[src/rtl/umop_pkg.sv]
`timescale 1ns/1ps
package umop_pkg;
  typedef enum logic [4:0] {
    OP_MOVE = 5'd0,  OP_ADD  = 5'd1,  OP_SUB  = 5'd2,  OP_INC  = 5'd3,
    OP_DEC  = 5'd4,  OP_AND  = 5'd5,  OP_OR   = 5'd6,  OP_XOR  = 5'd7,
    OP_NOT  = 5'd8,  OP_CLR  = 5'd9,  OP_SHL  = 5'd10, OP_SHR  = 5'd11,
    OP_ROL  = 5'd12, OP_ROR  = 5'd13, OP_ASL  = 5'd14, OP_ASR  = 5'd15,
    OP_SHLI = 5'd16, OP_SHRI = 5'd17
  } uop_e;

  localparam int unsigned OP_LAST = 17;

  typedef struct packed {
    logic sign;
    logic zero;
    logic carry;
    logic ovf;
    logic equal;
  } flags_t;

  typedef struct packed {
    logic wrR1;
    logic wrFlags;
    logic wrShOut;
    uop_e op;
  } strobe_t;
endpackage

[src/rtl/umop_ctrl.sv]
`timescale 1ns/1ps
module umop_ctrl
  import umop_pkg::*;
(
  input  logic [4:0] opSel,
  input  logic       loadEn,
  output strobe_t    strb
);
  logic legal;
  logic isShift;

  always_comb begin
    legal   = (32'(opSel) <= OP_LAST);
    isShift = 1'b0;
    case (opSel)
      OP_SHL, OP_SHR, OP_ROL, OP_ROR,
      OP_ASL, OP_ASR, OP_SHLI, OP_SHRI: isShift = 1'b1;
      default:                          isShift = 1'b0;
    endcase
    strb.op      = legal ? uop_e'(opSel) : OP_MOVE;
    strb.wrR1    = loadEn && legal;
    strb.wrFlags = loadEn && legal;
    strb.wrShOut = loadEn && legal && isShift;
  end
endmodule

[src/rtl/umop_alu.sv]
`timescale 1ns/1ps
module umop_alu
  import umop_pkg::*;
#(
  parameter int unsigned W = 8
) (
  input  uop_e           op,
  input  logic [W-1:0]   a,
  input  logic [W-1:0]   b,
  input  logic           serIn,
  output logic [W-1:0]   res,
  output flags_t         flg,
  output logic           outBit
);
  localparam int unsigned MSB = W - 1;

  logic [W-1:0] addB;
  logic         addCin;
  logic         borrowMode;
  logic [W-1:0] lowAdd;
  logic [1:0]   topAdd;
  logic [W-1:0] sum;
  logic         cMsb;
  logic         cOut;
  logic         addOvf;
  logic         cy;
  logic         ov;

  // adder operand selection: subtract and decrement reuse the adder
  always_comb begin
    addB       = b;
    addCin     = 1'b0;
    borrowMode = 1'b0;
    case (op)
      OP_SUB: begin addB = ~b;          addCin = 1'b1; borrowMode = 1'b1; end
      OP_INC: begin addB = '0;          addCin = 1'b1; end
      OP_DEC: begin addB = '1;          addCin = 1'b0; borrowMode = 1'b1; end
      default: begin addB = b;          addCin = 1'b0; end
    endcase
  end

  assign lowAdd = {1'b0, a[MSB-1:0]} + {1'b0, addB[MSB-1:0]} + {{MSB{1'b0}}, addCin};
  assign cMsb   = lowAdd[MSB];
  assign topAdd = {1'b0, a[MSB]} + {1'b0, addB[MSB]} + {1'b0, cMsb};
  assign cOut   = topAdd[1];
  assign sum    = {topAdd[0], lowAdd[MSB-1:0]};
  assign addOvf = cMsb ^ cOut;

  always_comb begin
    res    = a;
    cy     = 1'b0;
    ov     = 1'b0;
    outBit = 1'b0;
    case (op)
      OP_MOVE: res = b;
      OP_ADD, OP_SUB, OP_INC, OP_DEC: begin
        res = sum;
        cy  = borrowMode ? ~cOut : cOut;
        ov  = addOvf;
      end
      OP_AND:  res = a & b;
      OP_OR:   res = a | b;
      OP_XOR:  res = a ^ b;
      OP_NOT:  res = ~a;
      OP_CLR:  res = a ^ a;
      OP_SHL:  begin res = {a[MSB-1:0], 1'b0};    outBit = a[MSB]; cy = a[MSB]; end
      OP_SHR:  begin res = {1'b0, a[MSB:1]};      outBit = a[0];   cy = a[0];   end
      OP_SHLI: begin res = {a[MSB-1:0], serIn};   outBit = a[MSB]; cy = a[MSB]; end
      OP_SHRI: begin res = {serIn, a[MSB:1]};     outBit = a[0];   cy = a[0];   end
      OP_ROL:  begin res = {a[MSB-1:0], a[MSB]};  outBit = a[MSB]; cy = a[MSB]; end
      OP_ROR:  begin res = {a[0], a[MSB:1]};      outBit = a[0];   cy = a[0];   end
      OP_ASR:  begin res = {a[MSB], a[MSB:1]};    outBit = a[0];   cy = a[0];   end
      OP_ASL: begin
        res    = {a[MSB], a[MSB-2:0], 1'b0};
        outBit = a[MSB-1];
        cy     = a[MSB-1];
        ov     = a[MSB] ^ a[MSB-1];
      end
      default: res = a;
    endcase
  end

  assign flg.sign  = res[MSB];
  assign flg.zero  = ~|res;
  assign flg.carry = cy;
  assign flg.ovf   = ov;
  assign flg.equal = ~|(a ^ b);
endmodule

[src/rtl/umop_datapath.sv]
`timescale 1ns/1ps
module umop_datapath
  import umop_pkg::*;
#(
  parameter int unsigned W = 8
) (
  input  logic         clk,
  input  logic         rstN,
  input  strobe_t      strb,
  input  logic [W-1:0] r2Data,
  input  logic         serIn,
  output logic [W-1:0] r1Q,
  output flags_t       flagsQ,
  output logic         shOutQ
);
  logic [W-1:0] aluRes;
  flags_t       aluFlg;
  logic         aluOut;

  umop_alu #(.W(W)) u_alu (
    .op     (strb.op),
    .a      (r1Q),
    .b      (r2Data),
    .serIn  (serIn),
    .res    (aluRes),
    .flg    (aluFlg),
    .outBit (aluOut)
  );

  always_ff @(posedge clk or negedge rstN) begin
    if (!rstN) begin
      r1Q    <= '0;
      flagsQ <= '0;
      shOutQ <= 1'b0;
    end else begin
      if (strb.wrR1)    r1Q    <= aluRes;
      if (strb.wrFlags) flagsQ <= aluFlg;
      if (strb.wrShOut) shOutQ <= aluOut;
    end
  end


  zero_flag_chk: assert property (@(posedge clk) disable iff (!rstN)
    strb.wrFlags |=> (flagsQ.zero == (r1Q == '0)) && (flagsQ.sign == r1Q[W-1]));


  rotate_keep_chk: assert property (@(posedge clk) disable iff (!rstN)
    (strb.wrR1 && (strb.op == OP_ROL || strb.op == OP_ROR))
      |=> $countones(r1Q) == $countones($past(r1Q)));


  asr_sign_chk: assert property (@(posedge clk) disable iff (!rstN)
    (strb.wrR1 && (strb.op == OP_ASR || strb.op == OP_ASL))
      |=> r1Q[W-1] == $past(r1Q[W-1]));


  clear_result_chk: assert property (@(posedge clk) disable iff (!rstN)
    (strb.wrR1 && strb.op == OP_CLR)
      |=> (r1Q == '0) && !flagsQ.carry && !flagsQ.ovf);


  shout_carry_chk: assert property (@(posedge clk) disable iff (!rstN)
    strb.wrShOut |=> shOutQ == flagsQ.carry);
endmodule

[src/rtl/umop_unit.sv]
`timescale 1ns/1ps
module umop_unit
  import umop_pkg::*;
#(
  parameter int unsigned W = 8
) (
  input  logic         clk,
  input  logic         rstN,
  input  logic [4:0]   opSel,
  input  logic         loadEn,
  input  logic [W-1:0] r2Data,
  input  logic         serIn,
  output logic [W-1:0] r1Out,
  output logic [4:0]   flagsOut,
  output logic         shiftOut
);
  strobe_t strb;
  flags_t  flagsQ;

  umop_ctrl u_ctrl (
    .opSel  (opSel),
    .loadEn (loadEn),
    .strb   (strb)
  );

  umop_datapath #(.W(W)) u_dp (
    .clk    (clk),
    .rstN   (rstN),
    .strb   (strb),
    .r2Data (r2Data),
    .serIn  (serIn),
    .r1Q    (r1Out),
    .flagsQ (flagsQ),
    .shOutQ (shiftOut)
  );

  assign flagsOut = flagsQ;


  hold_state_chk: assert property (@(posedge clk) disable iff (!rstN)
    (!loadEn || 32'(opSel) > OP_LAST)
      |=> $stable(r1Out) && $stable(flagsOut) && $stable(shiftOut));


  logic_no_carry_chk: assert property (@(posedge clk) disable iff (!rstN)
    (loadEn && opSel >= 5'd5 && opSel <= 5'd9)
      |=> !flagsOut[2] && !flagsOut[1]);
endmodule

[config.mk]
export PLATFORM = sky130hd
export DESIGN_NAME = umop_unit
export DESIGN_NICKNAME = d
export VERILOG_FILES = /design/src/rtl/umop_pkg.sv /design/src/rtl/umop_ctrl.sv /design/src/rtl/umop_alu.sv /design/src/rtl/umop_datapath.sv /design/src/rtl/umop_unit.sv
export SDC_FILE = /design/constraint.sdc
export NUM_CORES = 1
export LEC_CHECK = 0
export ABC_CLOCK_PERIOD_IN_PS = 5300
export BUFFER_PORTS_ARGS = -buffer_cell sky130_fd_sc_hd__buf_2
export CORE_ASPECT_RATIO = 1.4
export CORE_MARGIN = 2
export CORE_UTILIZATION = 55
export CTS_BUF_LIST = sky130_fd_sc_hd__clkbuf_4
export CTS_CLUSTER_SIZE = 28
export DETAILED_ROUTE_END_ITERATION = 16
export PLACE_DENSITY_LB_ADDON = 0.3
export SYNTH_ARGS = -nofsm -noshare
export SYNTH_HDL_FRONTEND = slang
export SYNTH_HIERARCHICAL = 1
export SYNTH_SLANG_ARGS = --single-unit
export TNS_END_PERCENT = 20
[constraint.sdc]
create_clock -name clk -period 5.3 [get_ports clk]
set_clock_uncertainty 0.15 [all_clocks]
set_input_delay 0.53 -clock clk [delete_from_list [all_inputs] [get_ports clk]]
set_output_delay 0.53 -clock clk [all_outputs]
set_load 0.05 [all_outputs]
## After elaboration in Yosys (flattened, before gate mapping)

Memories as Yosys holds them, arrays and structs flattened.
Cells that the tools add are included.

- Register bits after elaboration: 14
- Bits in read-only memories: 32
- Word-level logic and storage cells: 60
- Memories kept: 1

Memories:

| memory | words | bits a word | read ports | clocked after Yosys merged registers in | write ports | line | RTL |
|---|---|---|---|---|---|---|---|
| (name not given) | 32 | 1 | 1 | 0 | 0 | umop_ctrl.sv:15 | `case (opSel)` |

- Add/sub/neg operators: 4
- $lt $le $gt $ge: 1
- Equality and inequality tests: 17
- Multiplexer cells: 9
- Bitwise gates (word level): 9
- Reductions and logical operators: 12

Operators by type and width:

| kind | count |
|---|---|
| 8-bit case mux with 15 select lines | 1 |
| 5-bit by 4-bit == test with 1-bit output (second input constant) | 8 |
| 8-bit case mux with 3 select lines | 1 |
| 5-bit by 3-bit == test with 1-bit output (second input constant) | 4 |
| 8-bit inverter | 2 |
| 8-bit OR reduction | 2 |
| 8-bit XOR | 2 |
| 5-bit by 2-bit == test with 1-bit output (second input constant) | 2 |
| 5-bit == test (second input constant) | 2 |
| 7-bit by 7-bit adder with 8-bit output | 1 |
| 8-bit by 1-bit adder with 8-bit output | 1 |
| 8-bit AND | 1 |
| 8-bit bitwise OR | 1 |
| 4-bit OR reduction | 2 |
| 5-bit by 1-bit == test with 1-bit output (second input constant) | 1 |
| 5-bit <= comparator (second input constant) | 1 |
| 5-bit logical NOT | 1 |
| 5-bit 2-to-1 mux | 1 |
| 1-bit case mux with 4 select lines | 1 |
| 2-bit OR reduction | 2 |
| 1-bit 2-to-1 mux | 3 |
| 1-bit case mux with 3 select lines | 1 |
| 3-bit OR reduction | 1 |
| 1-bit by 1-bit adder with 2-bit output | 1 |
| other kinds (6) | 9 |

## Longest topological paths before layout

- Word-level depth: 10
- Gate-level depth with buffers: 20
- Gate-level depth less buffers: 18

## By module

Netlist, hierarchy kept.

Modules (own cells, without submodules):

| module | times used | cells each | area an instance (sq um) | sequential area each (sq um) |
|---|---|---|---|---|
| umop_alu | 1 | 235 | 1652.8 | 0.0 |
| umop_datapath | 1 | 29 | 549.3 | 350.3 |
| umop_ctrl | 1 | 11 | 93.8 | 0.0 |

## Worst setup path after synthesis

Ideal clock, no wire load.

- Path type: input -> register
- Start: input port opSel[1]
- End: register u_dp/flagsQ[3] (netlist name)
- Setup time: 125 ps
- Data arrival time: 4707 ps
- Data required time: 5025 ps
- Slack: 318 ps
- Stages: 20
- Cells stage by stage: or2_1 o21ai_2 and2_1 buf_6 clkbuf_1 a2111oi_1 o22a_1 ha_1 a211oi_1 o21bai_1 a21oi_1 o21bai_1 a21o_1 fa_1 nand2_1 nor4b_1 a32oi_1 nor4_1 and4bb_1 mux2_2

RTL lines:

| what | line | RTL |
|---|---|---|
| start: declaration | umop_unit.sv:9 | `input logic [4:0] opSel,` |

==> out/metrics.csv <==
metric,value,unit
status,finished with violations,
synthesized area,2296,um^2
count of final max-slew check failures,0,
Slew HR,0.4919,
pin count of the biggest net entering global routing,28,
Routed WL,6722,um
maximum vdd drop,0.4743,mV
WP data arrival,4630,ps
Starting Density,0.5760,
"Top FF cell, synth",dfrtp_1,
Hold Slack,355.6,ps
RSZ-0062 raised after global routing,false,
Pleak,0.001155,uW
Boundary Pins,31,
maximum clock path buffer count,2,
CP Max Fanout,14,
WP buf/inv,2,
actual slew at the worst max-slew pin,762.2,ps
sequential fraction of the synthesis area,0.1526,
Post-Synthesis Cells,275,
vias per cell,6.846,
GRT Total Usage,0.3118,
top cell type by total area after synthesis,dfrtp_1,
final hold violation count,0,
die width,58.61,um
Pwr Density,433.7,nW/um^2
crit path capture type,flop,
CTS tree,built,
crit start category,primary input,
DRT Pass-1 Iters,11,
Ant. Diodes,0,
row count,27,
setup TNS,0,ps
worst skew pair latency,280,ps
Die Ht,80.45,um
DP HPWL,5164,um
first-pass GRT wire length,11390,um
Die ar.,4714,um^2
slowest stage cell on the critical path,a2111oi_1,
core area,3986,um^2
Syn Area/Cell,8.349,um^2
fill count,360,
Yosys top cell area share,0.1526,
fmax,216.8,MHz
"most used cell, CP",o21bai_1,
H-Tree Depth,1,
drt first-iter violations,167,
TritonCTS Sinks,14,
"Warnings, synthesis",6,
Post-synth EDFFs,0,
final net count,338,
DP Area,2431,um^2
DP Worst Slack,447.6,ps
minimum clock period,4613,ps
"count leader, synth",ha_1,
Synth area leaders,"dfrtp_1, ha_1, mux2_4",
# Max-Cap Violations,0,
grt total ovfl,0,
worst-path cell chain,"buf_2, and2b_1, a2111oi_1, buf_4, o22a_1, ha_1, o21ai_0, o21bai_1, a21oi_1, o21bai_1, a21o_1, fa_1, nand2_1, nor4b_1, a32oi_1, nor4_1, and4bb_1, mux2_2",
"Setup Fix Bufs, Post-CTS",0,
PortBufs,30,
Detail Route Antenna Nets,0,
Netlist cell types,62,
TritonCTS buffer count,3,
CTS root buffer,clkbuf_4,
share of cells above drive strength 1,0.2034,
DRC errors left,2,
"CTS clk-pin slew, worst paths",90,ps
final setup fails,0,
initial antenna violation count,0,
biggest cell delay along the critical path,540,ps
CP required,5320,ps
number of synthesized register bits,14,
CP Class,primary input to flop,
Wirelength per Cell,19.89,um
failing checks,design-rule violations,
syn_nets,317,
post-CTS sizing,0,
final worst-path cycle share,0.8704,
total number of vias,2314,
final worst slack,686.8,ps
gpl congestion,0.9739,
Post-synth top cells,"ha_1, inv_1, nor2_1",
final instance area,2467,um^2
cts hold-fix bufs,1,
vias in the first global route,2317,
"CP delay by family, top",compound AO/OA/AOI/OAI gates,
async set-or-reset flop fraction in the synthesized netlist,1.000,
Hold Path Class,flop to flop,
Area growth syn-to-layout,7.466,%
## power by group
group / switching (uW) / internal [uW] / total, uW
Combinational: 459 / 294 / 753
Sequential: 109 / 147 / 256
Clock: 34.0 / 27.3 / 61.3
## cell families (layout without fill, tap and decap cells)
family / Yosys count / in the layout / synth area share
fa+ha+maj: 25 / 25 / 0.1460
flops: 14 / 14 / 0.1526
simple gates: 80 / 80 / 0.2065
mux: 21 / 21 / 0.1123
compound gates: 85 / 85 / 0.2687
xor+xnor: 7 / 7 / 0.02670
buf+inv: 43 / 63 / 0.08719
## metal layers
layer | global-route usage | vias to the layer above | part of all wire
met4 | 0.1205 | 0 | 0.040
li1 | - | 1059 | -
met3 | 0.04348 | 24 | 0.075
met1 | 0.4018 | 1100 | 0.40
met2 | 0.5191 | 131 | 0.48
met5 | 0 | - | 0
## registers in the layout (all words and copies together), names as in the netlist
register and cells:
u_dp/shOutQ 1, u_dp/flagsQ 5, u_dp/r1Q 8
## layout by cell type, fill, tap and decap left out, types with 3 or more instances in the layout
master / Yosys / routed
buf_2: 1 / 30
ha_1: 22 / 22
inv_1: 21 / 21
nor2_1: 17 / 17
nand3_1: 16 / 16
dfrtp_1: 14 / 14
a21oi_1: 13 / 13
o21ai_0: 12 / 12
nand2_1: 11 / 11
mux2_4: 8 / 8
buf_4: 4 / 7
o22a_1: 7 / 7
mux2i_1: 7 / 7
mux2_2: 6 / 6
o21a_1: 6 / 6
nand2b_1: 4 / 4
nor3_1: 4 / 4
a31oi_1: 4 / 4
o32a_1: 4 / 4
a211oi_1: 4 / 4
a21o_1: 4 / 4
xor2_1: 4 / 4
clkbuf_4: 0 / 3
and2_1: 3 / 3
nor2b_1: 3 / 3
nor3b_1: 3 / 3
o211ai_1: 3 / 3
a32oi_1: 3 / 3
xnor2_1: 3 / 3
and4b_1: 3 / 3
o22ai_1: 3 / 3
o2bb2ai_1: 3 / 3
a22oi_1: 3 / 3
fa_1: 3 / 3
## path summary, 6_finish.rpt
path                        startpoint              to  slack (ps)  depth (start not counted)
hold / removal             u_dp/shOutQ     u_dp/shOutQ         360                          1
min in group asynchronous         rstN     u_dp/r1Q[1]         520                          2
setup reg to reg           u_dp/r1Q[0]  u_dp/flagsQ[3]        1490                         13
hold reg to reg            u_dp/shOutQ     u_dp/shOutQ         360                          1
setup / recovery              opSel[4]  u_dp/flagsQ[3]         690                         18
max in group asynchronous         rstN  u_dp/flagsQ[0]        4240                          2
## per-stage QoR
stage                     power [uW]  instances    util
after floorplan                806.5        275       -
after global placement         984.9        333  0.6099
after detailed placement       995.6        333  0.6099
after CTS                       1059        338  0.6190
after global routing            1148        338  0.6190
final                           1070        338  0.6190
## final cells by class
| type | instances | area [um^2] | share of cell area |
|---|---|---|---|
| repair buffers | 38 | 212.7 | 0.08621 |
| inverters | 21 | 78.83 | 0.03195 |
| clock inverters | 1 | 3.754 | 0.001521 |
| multi-input cells | 218 | 1745 | 0.7074 |
| clock buffers | 3 | 22.52 | 0.009128 |
| well taps | 43 | 53.80 | 0.02181 |
| flip-flops and latches | 14 | 350.3 | 0.1420 |
Note: power is estimated with default switching activity, not from simulation.
